`src/rtl/dtp_pkg.sv`:
```
package dtp_pkg;
   localparam int CTL_BITS = 7;

   // bit 0 is the least significant field
   typedef struct packed {
      logic chain;    // 6
      logic pwm_md;   // 5
      logic run;      // 4
      logic evt_oe;   // 3
      logic ld;       // 2
      logic arl;      // 1
      logic evt_md;   // 0
   } ctl_t;

   function automatic logic pwm_ready(input ctl_t c);
      return c.evt_md && c.arl && !c.ld && c.evt_oe && c.run && c.pwm_md && !c.chain;
   endfunction
endpackage

```
`src/rtl/dtp_timer.sv`:
```
module dtp_timer
   import dtp_pkg::*;
#(
   parameter int  CW      = 32,
   parameter int  DW      = 32,
   parameter bit  REG_EVT = 1'b1
) (
   input  logic          clk,
   input  logic          rst_n,
   input  logic          wr_ctl,
   input  logic          wr_load,
   input  logic [DW-1:0] wdata,
   input  logic          sync_rl,
   output ctl_t          ctl_o,
   output logic [CW-1:0] load_o,
   output logic [CW-1:0] cnt_o,
   output logic          tc_o,
   output logic          rl_o,
   output logic          evt_o
);
   localparam logic [CW-1:0] ZERO = '0;

   ctl_t          ctl_q;
   logic [CW-1:0] load_q, cnt_q;
   logic          rl_pend, counting, tc;

   if (CW < 2 || CW > DW) begin : g_bad_width
      $error("dtp_timer: CW must lie in 2..DW");
   end

   assign counting = ctl_q.run && !ctl_q.ld;
   assign tc       = counting && !rl_pend && (cnt_q == ZERO);

   always_ff @(posedge clk or negedge rst_n) begin
      if (!rst_n) begin
         ctl_q  <= '0;
         load_q <= '0;
      end else begin
         if (wr_ctl)  ctl_q  <= ctl_t'(wdata[CTL_BITS-1:0]);
         if (wr_load) load_q <= wdata[CW-1:0];
      end
   end

   always_ff @(posedge clk or negedge rst_n) begin
      if (!rst_n) begin
         cnt_q   <= '0;
         rl_pend <= 1'b0;
      end else begin
         if (ctl_q.ld) begin
            cnt_q   <= load_q;
            rl_pend <= 1'b0;
         end else if (rl_pend) begin
            cnt_q   <= load_q;
            rl_pend <= 1'b0;
         end else if (counting) begin
            cnt_q <= cnt_q - 1'b1;
            if (tc && ctl_q.arl) rl_pend <= 1'b1;
         end
         if (sync_rl && !ctl_q.ld) rl_pend <= 1'b1;
      end
   end

   if (REG_EVT) begin : g_evt_reg
      logic evt_q;
      always_ff @(posedge clk or negedge rst_n) begin
         if (!rst_n) evt_q <= 1'b0;
         else        evt_q <= tc && ctl_q.evt_md && ctl_q.evt_oe;
      end
      assign evt_o = evt_q;
   end else begin : g_evt_comb
      assign evt_o = tc && ctl_q.evt_md && ctl_q.evt_oe;
   end

   assign ctl_o  = ctl_q;
   assign load_o = load_q;
   assign cnt_o  = cnt_q;
   assign tc_o   = tc;
   assign rl_o   = rl_pend;

   AST_LOAD_HOLD: assert property (@(posedge clk) disable iff (!rst_n)
      ctl_q.ld |=> cnt_q == $past(load_q));
   AST_COUNT_STEP: assert property (@(posedge clk) disable iff (!rst_n)
      (counting && !rl_pend) |=> cnt_q == CW'($past(cnt_q) - 1'b1));
   AST_RELOAD_VALUE: assert property (@(posedge clk) disable iff (!rst_n)
      (rl_pend && !ctl_q.ld) |=> cnt_q == $past(load_q));
endmodule

```
`src/rtl/dtp_pwm_shaper.sv`:
```
module dtp_pwm_shaper (
   input  logic clk,
   input  logic rst_n,
   input  logic active,
   input  logic tc_per,
   input  logic rl_per,
   input  logic tc_duty,
   output logic pwm_o
);
   logic pwm_q;

   // priority: leave mode, period end, duty end, period start
   always_ff @(posedge clk or negedge rst_n) begin
      if (!rst_n)        pwm_q <= 1'b0;
      else if (!active)  pwm_q <= 1'b0;
      else if (tc_per)   pwm_q <= 1'b0;
      else if (tc_duty)  pwm_q <= 1'b0;
      else if (rl_per)   pwm_q <= 1'b1;
   end

   assign pwm_o = pwm_q && active;

   AST_LOW_AFTER_PERIOD: assert property (@(posedge clk) disable iff (!rst_n)
      tc_per |=> !pwm_o);
   AST_LOW_AFTER_DUTY: assert property (@(posedge clk) disable iff (!rst_n)
      tc_duty |=> !pwm_o);
endmodule

```
`src/rtl/dual_timer_pwm.sv`:
```
module dual_timer_pwm
   import dtp_pkg::*;
#(
   parameter int CW      = 32,
   parameter int DW      = 32,
   parameter int AW      = 3,
   parameter bit REG_EVT = 1'b1
) (
   input  logic          clk,
   input  logic          rst_n,
   input  logic          bus_we,
   input  logic [AW-1:0] bus_addr,
   input  logic [DW-1:0] bus_wdata,
   output logic [DW-1:0] bus_rdata,
   output logic [1:0]    evt_out,
   output logic          pwm_out
);
   localparam int NT = 2;

   if (AW != 3) begin : g_bad_aw
      $error("dual_timer_pwm: AW must be 3");
   end

   ctl_t          ctl_a  [NT];
   logic [CW-1:0] load_a [NT];
   logic [CW-1:0] cnt_a  [NT];
   logic [NT-1:0] tc, rl;
   logic          active;

   assign active = pwm_ready(ctl_a[0]) && pwm_ready(ctl_a[1]);

   for (genvar i = 0; i < NT; i++) begin : g_tmr
      logic sel, sync;
      assign sel = (bus_addr[2] == 1'(i));
      if (i == 0) begin : g_master
         assign sync = 1'b0;
      end else begin : g_follow
         assign sync = active && tc[0];
      end
      dtp_timer #(.CW(CW), .DW(DW), .REG_EVT(REG_EVT)) u_tmr (
         .clk     (clk),
         .rst_n   (rst_n),
         .wr_ctl  (bus_we && sel && bus_addr[1:0] == 2'd0),
         .wr_load (bus_we && sel && bus_addr[1:0] == 2'd1),
         .wdata   (bus_wdata),
         .sync_rl (sync),
         .ctl_o   (ctl_a[i]),
         .load_o  (load_a[i]),
         .cnt_o   (cnt_a[i]),
         .tc_o    (tc[i]),
         .rl_o    (rl[i]),
         .evt_o   (evt_out[i])
      );
   end

   always_comb begin
      bus_rdata = '0;
      case (bus_addr[1:0])
         2'd0:    bus_rdata[CTL_BITS-1:0] = ctl_a[bus_addr[2]];
         2'd1:    bus_rdata[CW-1:0]       = load_a[bus_addr[2]];
         2'd2:    bus_rdata[CW-1:0]       = cnt_a[bus_addr[2]];
         default: bus_rdata = '0;
      endcase
   end

   dtp_pwm_shaper u_shape (
      .clk     (clk),
      .rst_n   (rst_n),
      .active  (active),
      .tc_per  (tc[0]),
      .rl_per  (rl[0]),
      .tc_duty (tc[1]),
      .pwm_o   (pwm_out)
   );

   AST_FOLLOWER_RELOAD: assert property (@(posedge clk) disable iff (!rst_n)
      (active && tc[0]) |=> rl[1]);
endmodule

```
`config.mk`:
```
export PLATFORM = sky130hd
export DESIGN_NAME = dual_timer_pwm
export DESIGN_NICKNAME = d
export VERILOG_FILES = /design/src/rtl/dtp_pkg.sv /design/src/rtl/dtp_timer.sv /design/src/rtl/dtp_pwm_shaper.sv /design/src/rtl/dual_timer_pwm.sv
export SDC_FILE = /design/constraint.sdc
export NUM_CORES = 1
export LEC_CHECK = 0
export ABC_AREA = 1
export BUFFER_PORTS_ARGS = -buffer_cell sky130_fd_sc_hd__clkbuf_2
export CORE_AREA = 4 4 131 133
export CTS_CLUSTER_DIAMETER = 80
export DETAILED_ROUTE_END_ITERATION = 8
export DIE_AREA = 0 0 135 137
export PLACE_DENSITY = 0.75
export REMOVE_ABC_BUFFERS = 1
export SLEW_MARGIN = 20
export SYNTH_ARGS = -nofsm -noshare
export SYNTH_HDL_FRONTEND = slang
export SYNTH_SLANG_ARGS = --single-unit
```
`constraint.sdc`:
```
create_clock -name clk -period 3.7 [get_ports clk]
set_input_delay 0 -clock clk [delete_from_list [all_inputs] [get_ports clk]]
set_output_delay 0 -clock clk [all_outputs]
set_load 0.02 [all_outputs]
```
After elaboration in Yosys (flattened, before gate mapping)
Cells that the tools add are included.
{"block": "classes", "add_sub_neg": 2, "n_lt_le_gt_ge": 1, "n_eq_ne": 3, "mux": 30, "n_bitwise": 2, "n_reduce_logical": 45}
{"cell": "32-bit two-way mux", "count": 12}
{"cell": "32-bit zero test", "count": 2}
{"cell": "32-bit by 1-bit subtractor with 32-bit output (second input constant)", "count": 2}
{"cell": "25-bit one-hot mux with 2 select lines", "count": 1}
{"cell": "1-bit logical AND", "count": 34}
{"cell": "7-bit two-way mux", "count": 3}
{"cell": "7-bit one-hot mux with 3 select lines", "count": 1}
{"cell": "1-bit two-way mux", "count": 13}
{"cell": "1-bit zero test", "count": 6}
{"cell": "3-bit nonzero test", "count": 2}
{"cell": "4-bit by 1-bit inequality test with 1-bit output (second input constant)", "count": 1}
{"cell": "2-bit by 1-bit equality test with 1-bit output (second input constant)", "count": 1}
{"cell": "2-bit equality test (second input constant)", "count": 1}
{"cell": "2-bit >= comparator (second input constant)", "count": 1}
{"cell": "2-bit zero test", "count": 1}
{"cell": "1-bit inverter with 2-bit output", "count": 1}
{"cell": "1-bit inverter", "count": 1}
{"block": "totals", "reg_bits": 147}

Longest topological paths before layout
Gate-level depths: netlist of run 1.
{"block": "logic_depth", "ltp_word": 10, "mapped_depth": 11}

By module
From an unflattened synthesis of run 1, not the netlist that was laid out.
{"block": "hier_totals", "hier_cells": 1387, "area_unflattened_um2": 9590.4}
{"module": "dtp_timer", "instances": 2, "cells_per_inst": 506, "area_each_um2": 3942.5, "seq_area_each_um2": 1826.8}
{"module": "dual_timer_pwm", "instances": 1, "cells_per_inst": 368, "area_each_um2": 1657.8, "seq_area_each_um2": 0.0}
{"module": "dtp_pwm_shaper", "instances": 1, "cells_per_inst": 7, "area_each_um2": 47.5, "seq_area_each_um2": 25.0}

Worst setup path after synthesis of run 1
No wires, ideal clock.
{"block": "synth_path", "path_type": "register to register", "from": "register g_tmr[0].u_tmr.cnt_q[0]", "to": "register g_tmr[0].u_tmr.cnt_q[20]", "arrival_time_ps": 1330, "required_ps": 3576, "path_slack_ps": 2245, "stages_incl_launch_ff": 10, "n_path_buf": 0, "period_less_slack_ps": 1455, "path_cell_list": "dfrtp_1 > inv_1 > ha_1 > nand2_1 > nor2_1 > nand2_1 > nor2_2 > nand3_1 > nand3_1 > nand3_1"}
{"block": "synth_via", "elab_chain_len": 4}
{"element": "start: declaration", "line_no": "dtp_timer.sv:24", "rtl": "logic [CW-1:0] load_q, cnt_q;"}
{"element": "start signal: assignment", "line_no": "dtp_timer.sv:50", "rtl": "cnt_q <= load_q;"}
{"element": "start signal: assignment", "line_no": "dtp_timer.sv:53", "rtl": "cnt_q <= load_q;"}
{"element": "start signal: assignment", "line_no": "dtp_timer.sv:56", "rtl": "cnt_q <= cnt_q - 1'b1;"}
{"element": "32-bit by 1-bit subtractor with 32-bit output", "line_no": "dtp_timer.sv:56"}
{"element": "32-bit two-way mux", "line_no": "dtp_timer.sv:55", "rtl": "end else if (counting) begin"}
{"element": "32-bit two-way mux", "line_no": "dtp_timer.sv:52", "rtl": "end else if (rl_pend) begin"}
{"element": "32-bit two-way mux", "line_no": "dtp_timer.sv:49", "rtl": "if (ctl_q.ld) begin"}
Every way passes these cells. The select of a mux whose other input is x is not followed.
A chain may end at the register's enable or synchronous reset.

Final worst setup path of run 1
{"block": "layout_path", "from": "input bus_addr[1]", "to": "output bus_rdata[24]"}
{"block": "layout_via", "elab_chain_len": 2, "elab_cells_between_ends": 3, "cone_classes": "2 x eq/ne; 1 x mux"}
{"element": "start: declaration", "line_no": "dual_timer_pwm.sv:12", "rtl": "input logic [AW-1:0] bus_addr,"}
{"element": "2-bit equality test or 2-bit by 1-bit equality test with 1-bit output (tied branches)", "line_no": "dual_timer_pwm.sv:58", "rtl": "case (bus_addr[1:0])"}
{"element": "25-bit one-hot mux with 2 select lines *", "line_no": "dual_timer_pwm.sv:58"}
{"element": "end: declaration", "line_no": "dual_timer_pwm.sv:14", "rtl": "output logic [DW-1:0] bus_rdata,"}
Every way passes the cells marked *; elsewhere a longest branch is shown, timed or not.

==> results of run 1 <==
-- cells in the final DEF, fill, tap and decap left out, types with 6 or more instances in the layout --
cell	instances
inv_2	7
o21ai_1	6
dlygate4sd3_1	33
clkbuf_2	70
o22ai_1	17
inv_1	174
ha_1	6
o21ai_0	179
nor2_1	147
nor2_2	6
dfrtp_1	147
nand3_1	55
clkbuf_16	17
a21oi_1	88
nand2_1	341
nand4_1	10
nor2_4	6
o31ai_1	6
o21bai_1	10
o211ai_1	8
xor2_1	21
-- power by group through the flow --
stage	sequential (mW)	combinational (mW)	clock, mW
final	2.67	2.74	1.96
after floorplan	2.46	2.01	0
after detailed placement	2.65	2.65	0
after global placement	2.65	2.59	0
after global routing	2.72	3.13	2.04
after CTS	2.64	2.71	1.97
-- cell usage after synthesis (all sizes together) --
| cell type | instances | share of area [%] |
|---|---|---|
| a21oi | 88 | 4.9 |
| o21ai | 185 | 10 |
| buf | 21 | 1.3 |
| nor2 | 160 | 7.6 |
| dfrtp | 147 | 41 |
| nand3 | 59 | 3.5 |
| ha | 6 | 0.84 |
| o211ai | 8 | 0.67 |
| clkbuf | 31 | 1.3 |
| nand4 | 10 | 0.70 |
| nand2 | 346 | 15 |
| o22ai | 17 | 1.2 |
| and2 | 1 | 0.070 |
| clkinv | 2 | 0.084 |
| nor3 | 2 | 0.11 |
| o31ai | 6 | 0.50 |
| inv | 182 | 7.7 |
| o221ai | 5 | 0.49 |
| xor2 | 21 | 2.1 |
| o21bai | 10 | 0.84 |
| o311ai | 2 | 0.20 |
-- cell families (layout without fill, tap and decap cells) --
family | count (synthesis) | count (layout) | synth area share (%)
AND/OR/NAND/NOR | 578 | 578 | 26.5
AO/OA/AOI/OAI | 321 | 321 | 19.1
buffers and inverters | 236 | 326 | 10.4
flip-flops | 147 | 147 | 41.1
XOR/XNOR | 21 | 21 | 2.05
adder cells (fa/ha/maj) | 6 | 6 | 0.838
-- per-layer routing --
layer,share of wire (%),global-route usage (%)
met1,44,43.0
met2,44,46.3
met3,9.0,6.91
met4,2.3,9.46
met5,0,0
-- area by class of cell --
type | instances | area share (%)
Multi-Input combinational cell | 926 | 41.8
Tap cell | 216 | 2.60
Inverter | 184 | 6.66
Timing Repair Buffer | 110 | 7.20
Clock inverter | 14 | 2.19
Sequential cell | 147 | 35.3
Clock buffer | 18 | 4.22
-- worst min-delay path, cell delays in order --
cell and delay [ps]:
clkbuf_2 120, nand3_1 370, nand2_1 80, o21ai_0 60
-- path summary, 6_finish.rpt --
check,start,endpoint
setup / recovery,bus_addr[1],bus_rdata[24]
hold / removal,bus_we,g_tmr[0].u_tmr.ctl_o[3]
setup reg to reg,g_tmr[1].u_tmr.ctl_o[2],g_tmr[1].u_tmr.cnt_o[13]
hold reg to reg,g_tmr[1].u_tmr.load_o[29],g_tmr[1].u_tmr.load_o[29]
max in group asynchronous,rst_n,g_tmr[0].u_tmr.load_o[30]
min in group asynchronous,rst_n,g_tmr[1].u_tmr.load_o[6]
-- repair_timing --
| item | 4_1_cts | 5_1_grt |
|---|---|---|
| resized for setup | 0 | 0 |
| endpoints found under the hold margin | 183 | 0 |
| setup buffers | 0 | 0 |
| hold buffers | 33 | 0 |
-- registers in the layout (all words and copies together) (netlist names) --
signal / cells
g_tmr.u_tmr.cnt_o: 64
g_tmr.u_tmr.ctl_o: 14
g_tmr.u_tmr.evt_o: 2
g_tmr.u_tmr.load_o: 64
g_tmr.u_tmr.rl_o: 2
u_shape.pwm_q: 1
==> results.sh, run 1 <==
export IMPL_syn2layout_area_growth_pct=16.2
export IMPL_clock_sinks=147
export IMPL_die_x_um=135
export IMPL_place_area_um2=9420
export IMPL_pwr_share_comb_pct=37.2
export IMPL_cp_max_fo=26
export IMPL_crit_cells=8
export IMPL_dpl_worst_slack_ps=1430
export IMPL_outcome="finished clean"
export IMPL_grt_setup_unrepaired="no"
export IMPL_worst_clock_skew_ps=8.44
export IMPL_setup_tns_ps=0
export IMPL_path_delay_family="buffers and inverters"
export IMPL_setup_viol=0
export IMPL_p_seq_share_pct=36.2
export IMPL_grt_pass1_wl_um=43800
export IMPL_syn_mean_instance_area_um2=6.84
export IMPL_hold_violations=0
export IMPL_switchingPower_mw=3.17
export IMPL_numPortBuffers=72
export IMPL_report_final_slew_viol_count=0
export IMPL_wl_per_cell_um=16.6
export IMPL_critPathCaptureType="output port"
export IMPL_ff_latch_area_um2=3680
export IMPL_p_per_area_nw_per_um2=708
export IMPL_p_int_mw=4.19
export IMPL_worst_slack_ps=1380
export IMPL_netlist_area_um2=8960
export IMPL_p_sw_share_pct=43.1
export IMPL_grt_remaining_overflow=0
export IMPL_max_freq_ghz=0.430
export IMPL_vias_per_cell=5.55
export IMPL_nets=1430
export IMPL_clkPwrFrac_pct=26.6
export IMPL_hold_class="in -> reg"
export IMPL_period_share_pct=62.8
export IMPL_cp_start_kind="input pin"
export IMPL_die_y_um=137
export IMPL_gp_congestion=0.944
export IMPL_fin_util_pct=65.8
export IMPL_finish_instance_area_um2=10400
export IMPL_finalCriticalPeriod_ps=2320
export IMPL_r2r_setup_slack_ps=1520
export IMPL_wl_um=26800
export IMPL_ctsLongestPathBuffers=2
export IMPL_hpwlAfterDp_um=18600
export IMPL_numCtsBuffers=17
export IMPL_ys_types=32
export IMPL_crit_type="in -> out"
export IMPL_dp_cells=1550
export IMPL_cts_htree_levels=4
export IMPL_drc=0
export IMPL_core_area_um2=15800
export IMPL_crit_chain="clkbuf_2 -> inv_1 -> ha_1 -> clkinv_1 -> a21oi_1 -> o21ai_0 -> a21oi_1 -> clkbuf_2"
export IMPL_p_total_mw=7.37
export IMPL_drive_above_1_share_pct=9.94
export IMPL_clock_root_buffer="clkbuf_16"
export IMPL_rr_worst_depth=5
export IMPL_grt_antenna_before_repair=0
export IMPL_io_pins=73
export IMPL_ys_seq_area_share_pct=41.1
export IMPL_start_util_pct=56.6
export IMPL_required_ps=3700
export IMPL_num_vias=8959
export IMPL_num_antenna_cells=0
export IMPL_max_cap_viol_count=0
export IMPL_multi_input_area_um2=4360
export IMPL_ir_drop_mv=0.431
export IMPL_rows=46
export IMPL_cts_clk_slew_worst_paths_ps=60
export IMPL_cellLeakagePower_nw=5.12
export IMPL_tightest_slew_ps=1090
export IMPL_cts_tree="yes"
export IMPL_cpPeakStageDelay_ps=840
export IMPL_path_buf_inv=4
export IMPL_slew_limit_headroom_pct=27.0
export IMPL_yosysWarningCount=0
export IMPL_cp_arrival_ps=2320
export IMPL_insertion_delay_ps=430
export IMPL_cp_slowest_cell="clkinv_1"
export IMPL_die_area_um2=18500
export IMPL_synthCells=1309
export IMPL_grt_usage_pct=30.2
export IMPL_drtPass1Iterations=6
export IMPL_stdcell_count=1615
export IMPL_hold_depth=4
export IMPL_holdWs_ps=228
export IMPL_ys_seq_elements=147
export IMPL_drtIter0Drc=1027
export IMPL_fillCellCount=1415
export IMPL_grt_max_degree=107
export IMPL_grt_pass1_vias=8491
export IMPL_antenna_left=0
Power figures use the tool's default switching activity.
==> run 2, diff against run 1 <==
==> constraint.sdc (replaced) <==
create_clock -name clk -period 2.25 [get_ports clk]
set_input_delay 0 -clock clk [delete_from_list [all_inputs] [get_ports clk]]
set_output_delay 0 -clock clk [all_outputs]
set_load 0.02 [all_outputs]
==> results.sh, run 2 (synthesis results as in run 1) <==
export IMPL_drive_above_1_share_pct=10.8
export IMPL_hold_class="in -> async"
export IMPL_dpl_worst_slack_ps=479
export IMPL_grt_remaining_overflow=0
export IMPL_report_final_slew_viol_count=0
export IMPL_crit_chain="nand2_1 -> nor3_1 -> nand4_1 -> nor2_1 -> clkbuf_2"
export IMPL_p_per_area_nw_per_um2=1140
export IMPL_cellLeakagePower_nw=5.17
export IMPL_core_area_um2=15800
export IMPL_path_delay_family="simple AND/OR/NAND/NOR gates"
export IMPL_grt_pass1_vias=8665
export IMPL_drtPass1Iterations=6
export IMPL_period_share_pct=87.2
export IMPL_ff_latch_area_um2=3680
export IMPL_wl_um=27700
export IMPL_required_ps=2250
export IMPL_fin_util_pct=66.1
export IMPL_slew_limit_headroom_pct=57.7
export IMPL_setup_tns_ps=0
export IMPL_mostFrequentLayoutCell="nand2_1"
export IMPL_numCtsBuffers=17
export IMPL_max_cap_viol_count=0
export IMPL_rows=46
export IMPL_gp_congestion=0.966
export IMPL_multi_input_area_um2=4360
export IMPL_finalCriticalPeriod_ps=1960
export IMPL_clock_sinks=147
export IMPL_cp_slowest_cell="dfrtp_1"
export IMPL_io_pins=73
export IMPL_critPathCaptureType="output port"
export IMPL_antenna_left=0
export IMPL_ctsLongestPathBuffers=2
export IMPL_hpwlAfterDp_um=19900
export IMPL_insertion_delay_ps=430
export IMPL_die_x_um=135
export IMPL_ir_drop_mv=0.684
export IMPL_numPortBuffers=72
export IMPL_wl_per_cell_um=17.0
export IMPL_grt_antenna_before_repair=0
export IMPL_cts_clk_slew_worst_paths_ps=70
export IMPL_cp_start_kind="flip-flop"
export IMPL_hold_violations=0
export IMPL_grt_setup_unrepaired="no"
export IMPL_num_vias=9060
export IMPL_path_buf_inv=1
export IMPL_vias_per_cell=5.56
export IMPL_crit_type="reg -> out"
export IMPL_drc=0
export IMPL_cp_max_fo=6
export IMPL_cpPeakStageDelay_ps=590
export IMPL_p_total_mw=12.0
export IMPL_max_freq_ghz=0.510
export IMPL_layout_common_cells="nand2_1 (341), o21ai_0 (179), inv_1 (174)"
export IMPL_start_util_pct=56.6
export IMPL_die_area_um2=18500
export IMPL_tightest_slew_ps=634
export IMPL_syn2layout_area_growth_pct=16.8
export IMPL_die_y_um=137
export IMPL_finish_instance_area_um2=10500
export IMPL_grt_usage_pct=30.9
export IMPL_cts_tree="yes"
export IMPL_clock_root_buffer="clkbuf_16"
export IMPL_outcome="finished clean"
export IMPL_num_antenna_cells=0
export IMPL_cp_arrival_ps=1960
export IMPL_drtIter0Drc=1031
export IMPL_place_area_um2=9520
export IMPL_nets=1444
export IMPL_ctsResizeCount=0
export IMPL_grt_max_degree=65
export IMPL_worst_slack_ps=288
export IMPL_cts_htree_levels=4
export IMPL_worst_clock_skew_ps=6.83
export IMPL_setup_viol=0
export IMPL_grt_pass1_wl_um=44700
export IMPL_fillCellCount=1443
==> run 2: cell count changes in the layout (fill, tap and decap cells not counted), sizes merged <==
cell      before  now
buf            7   21
inv          184  187
bufinv         5    3
clkinvlp       3    2
==> run 2: path summary, 6_finish.rpt <==
kind                       slack (ps)                 startpoint                         to  cells after the start
min in group clk                  230                     bus_we    g_tmr[0].u_tmr.ctl_o[5]                      3
min reg2reg                       480  g_tmr[1].u_tmr.load_o[25]  g_tmr[1].u_tmr.load_o[25]                      2
max reg2reg                       430    g_tmr[0].u_tmr.cnt_o[0]              u_shape.pwm_q                      9
min                               120                      rst_n    g_tmr[0].u_tmr.ctl_o[5]                      2
max                               290    g_tmr[1].u_tmr.ctl_o[4]                    pwm_out                      5
max in group asynchronous        1440                      rst_n  g_tmr[0].u_tmr.load_o[29]                      3
==> run 2: stage by stage <==
stage	cells	hold slack, ps
floorplan	1257	-296
global placement	1564	21.0
detailed placement	1564	14.6
CTS	1629	122
global route	1629	177
finish	1629	116
==> run 2: worst register-to-register path: cells and delay by family, from the launching register on <==
| kind | cells | cell delay (ps) |
|---|---|---|
| adder cells (fa/ha/maj) | 1 | 250 |
| buffers and inverters | 2 | 210 |
| flip-flops | 1 | 410 |
| AND/OR/NAND/NOR | 6 | 850 |
==> run 2: layout make-up <==
class / instances / share of cell area (%)
Timing Repair Buffer: 124 / 8.16
Tap cell: 216 / 2.58
Inverter: 184 / 6.62
Clock inverter: 14 / 1.69
Multi-Input combinational cell: 926 / 41.6
Sequential cell: 147 / 35.1
Clock buffer: 18 / 4.20
==> run 2: power by group <==
group | switching [mW] | total, mW | internal [mW]
Combinational | 3.06 | 4.55 | 1.49
Clock | 1.21 | 3.00 | 1.79
Sequential | 0.984 | 4.41 | 3.43
==> run 2: metal layers <==
metal	GRT usage (%)	wire length, µm	up-vias	part of all wire, %
met2	48.3	12600	408	45
met4	10.5	684	0	2.5
met1	42.9	12000	4225	43
met3	7.02	2430	51	8.8
li1	-	-	4376	-
met5	0	0	-	0
==> run 2: repair_timing <==
action                                  4_1_cts  5_1_grt
endpoints found under the hold margin       164        0
hold buffers                                 33        0
endpoints found under the setup margin        0        0
setup buffers                                 0        0
==> run 3, diff against run 2 <==
--- a/config.mk
+++ b/config.mk
@@ -7,11 +7,13 @@
 export LEC_CHECK = 0
 export ABC_AREA = 1
 export BUFFER_PORTS_ARGS = -buffer_cell sky130_fd_sc_hd__clkbuf_2
-export CORE_AREA = 4 4 131 133
+export CELL_PAD_IN_SITES_DETAIL_PLACEMENT = 2
+export CELL_PAD_IN_SITES_GLOBAL_PLACEMENT = 2
+export CORE_AREA = 4 4 168 170
 export CTS_CLUSTER_DIAMETER = 80
 export DETAILED_ROUTE_END_ITERATION = 8
-export DIE_AREA = 0 0 135 137
-export PLACE_DENSITY = 0.75
+export DIE_AREA = 0 0 172 174
+export PLACE_DENSITY_LB_ADDON = 0.1
 export REMOVE_ABC_BUFFERS = 1
 export SLEW_MARGIN = 20
 export SYNTH_ARGS = -nofsm -noshare
==> results.sh, run 3 (synthesis results as in run 1) <==
export IMPL_outcome="finished clean"
export IMPL_ff_latch_area_um2=3680
export IMPL_fillCellCount=3259
export IMPL_required_ps=2250
export IMPL_io_pins=73
export IMPL_cellLeakagePower_nw=5.19
export IMPL_grt_usage_pct=25.3
export IMPL_fin_util_pct=39.8
export IMPL_cts_clk_slew_worst_paths_ps=80
export IMPL_max_cap_viol_count=0
export IMPL_numCtsBuffers=17
export IMPL_drtPass1Iterations=5
export IMPL_cp_arrival_ps=2150
export IMPL_cts_htree_levels=4
export IMPL_clock_sinks=147
export IMPL_drive_above_1_share_pct=11.0
export IMPL_hpwlAfterDp_um=27400
export IMPL_crit_type="reg -> out"
export IMPL_critPathCaptureType="output port"
export IMPL_die_x_um=172
export IMPL_rows=60
export IMPL_r2r_setup_slack_ps=360
export IMPL_core_area_um2=26700
export IMPL_cts_tree="yes"
export IMPL_grt_setup_unrepaired="no"
export IMPL_die_area_um2=29900
export IMPL_vias_per_cell=5.27
export IMPL_wl_um=37200
export IMPL_antenna_left=0
export IMPL_syn2layout_area_growth_pct=18.8
export IMPL_num_antenna_cells=0
export IMPL_ir_drop_mv=0.504
export IMPL_report_final_slew_viol_count=0
export IMPL_numPortBuffers=72
export IMPL_num_vias=9259
export IMPL_wl_per_cell_um=21.2
export IMPL_clock_root_buffer="clkbuf_16"
export IMPL_ctsResizeCount=0
export IMPL_setup_tns_ps=0
export IMPL_grt_remaining_overflow=0
export IMPL_setup_viol=0
export IMPL_gp_congestion=0.828
export IMPL_p_per_area_nw_per_um2=1190
export IMPL_multi_input_area_um2=4360
export IMPL_worst_clock_skew_ps=12.1
export IMPL_grt_max_degree=62
export IMPL_die_y_um=174
export IMPL_start_util_pct=33.5
export IMPL_layout_common_cells="nand2_1 (341), o21ai_0 (179), inv_1 (174)"
export IMPL_finalCriticalPeriod_ps=2150
export IMPL_slew_limit_headroom_pct=61.0
export IMPL_grt_antenna_before_repair=0
export IMPL_crit_start="g_tmr[1].u_tmr.ctl_o[4]"
export IMPL_reg2reg_from="g_tmr[1].u_tmr.cnt_o[0]"
export IMPL_max_freq_ghz=0.466
export IMPL_grt_pass1_wl_um=58800
export IMPL_insertion_delay_ps=440
export IMPL_hold_violations=0
export IMPL_tightest_slew_ps=585
export IMPL_cp_max_fo=6
export IMPL_mostFrequentLayoutCell="nand2_1"
export IMPL_cp_start_kind="flip-flop"
export IMPL_hold_class="in -> async"
export IMPL_period_share_pct=95.4
export IMPL_ctsLongestPathBuffers=2
export IMPL_nets=1446
export IMPL_grt_pass1_vias=10100
export IMPL_drtIter0Drc=546
export IMPL_post_cts_buffers=0
export IMPL_drc=0
-- run 3: critical path, stage by stage, from the launching register on --
cell and delay (ps):
dfrtp_1 650, nand2_1 100, nor3_1 320, nand4_1 240
nor2_1 200, clkbuf_2 200
-- run 3: routing by layer --
metal	vias to the layer above	track usage, %	routed length (µm)
met5	-	0	0
met4	0	4.26	446
met3	29	4.16	1390
met2	142	42.1	17900
met1	4712	35.0	17500
li1	4376	-	-
-- run 3: timing repair --
item	in CTS	in global routing
hold buffers	33	0
hold endpoints to repair	225	0
endpoints found under the setup margin	0	0
-- run 3: cell type report --
cell class | count | area share [%]
inverters | 184 | 6.51
flip-flops and latches | 147 | 34.6
well taps | 341 | 4.01
repair buffers | 126 | 8.29
multi-input cells | 926 | 40.9
clock buffers | 17 | 4.00
clock inverters | 15 | 1.73
-- run 3: worst paths after layout --
kind | depth (start not counted) | to
setup reg to reg | 10 | g_tmr[1].u_tmr.rl_o
hold / removal | 2 | g_tmr[1].u_tmr.load_o[9]
max in group asynchronous | 3 | g_tmr[1].u_tmr.load_o[30]
setup / recovery | 5 | pwm_out
min in group clk | 3 | g_tmr[1].u_tmr.ctl_o[5]
hold reg to reg | 2 | g_tmr[1].u_tmr.load_o[3]
-- run 3: power by group --
| group | switching, mW | internal [mW] |
|---|---|---|
| Clock | 1.42 | 1.70 |
| Sequential | 1.15 | 3.42 |
| Combinational | 3.44 | 1.50 |
| Total | 6.01 | 6.62 |
-- run 3: through the flow --
| step | instance area, µm² | cells | power, mW | hold slack, ps | setup WS (ps) |
|---|---|---|---|---|---|
| after floorplan | 8720 | 1257 | 7.36 | -296 | 422 |
| after global placement | 9710 | 1691 | 9.19 | -55.9 | 460 |
| after detailed placement | 9710 | 1691 | 9.39 | -60.2 | 421 |
| after CTS | 10600 | 1756 | 12.7 | 37.8 | 153 |
| after global routing | 10600 | 1756 | 13.6 | 64.1 | 54.7 |
| final | 10600 | 1756 | 12.6 | 30.7 | 104 |
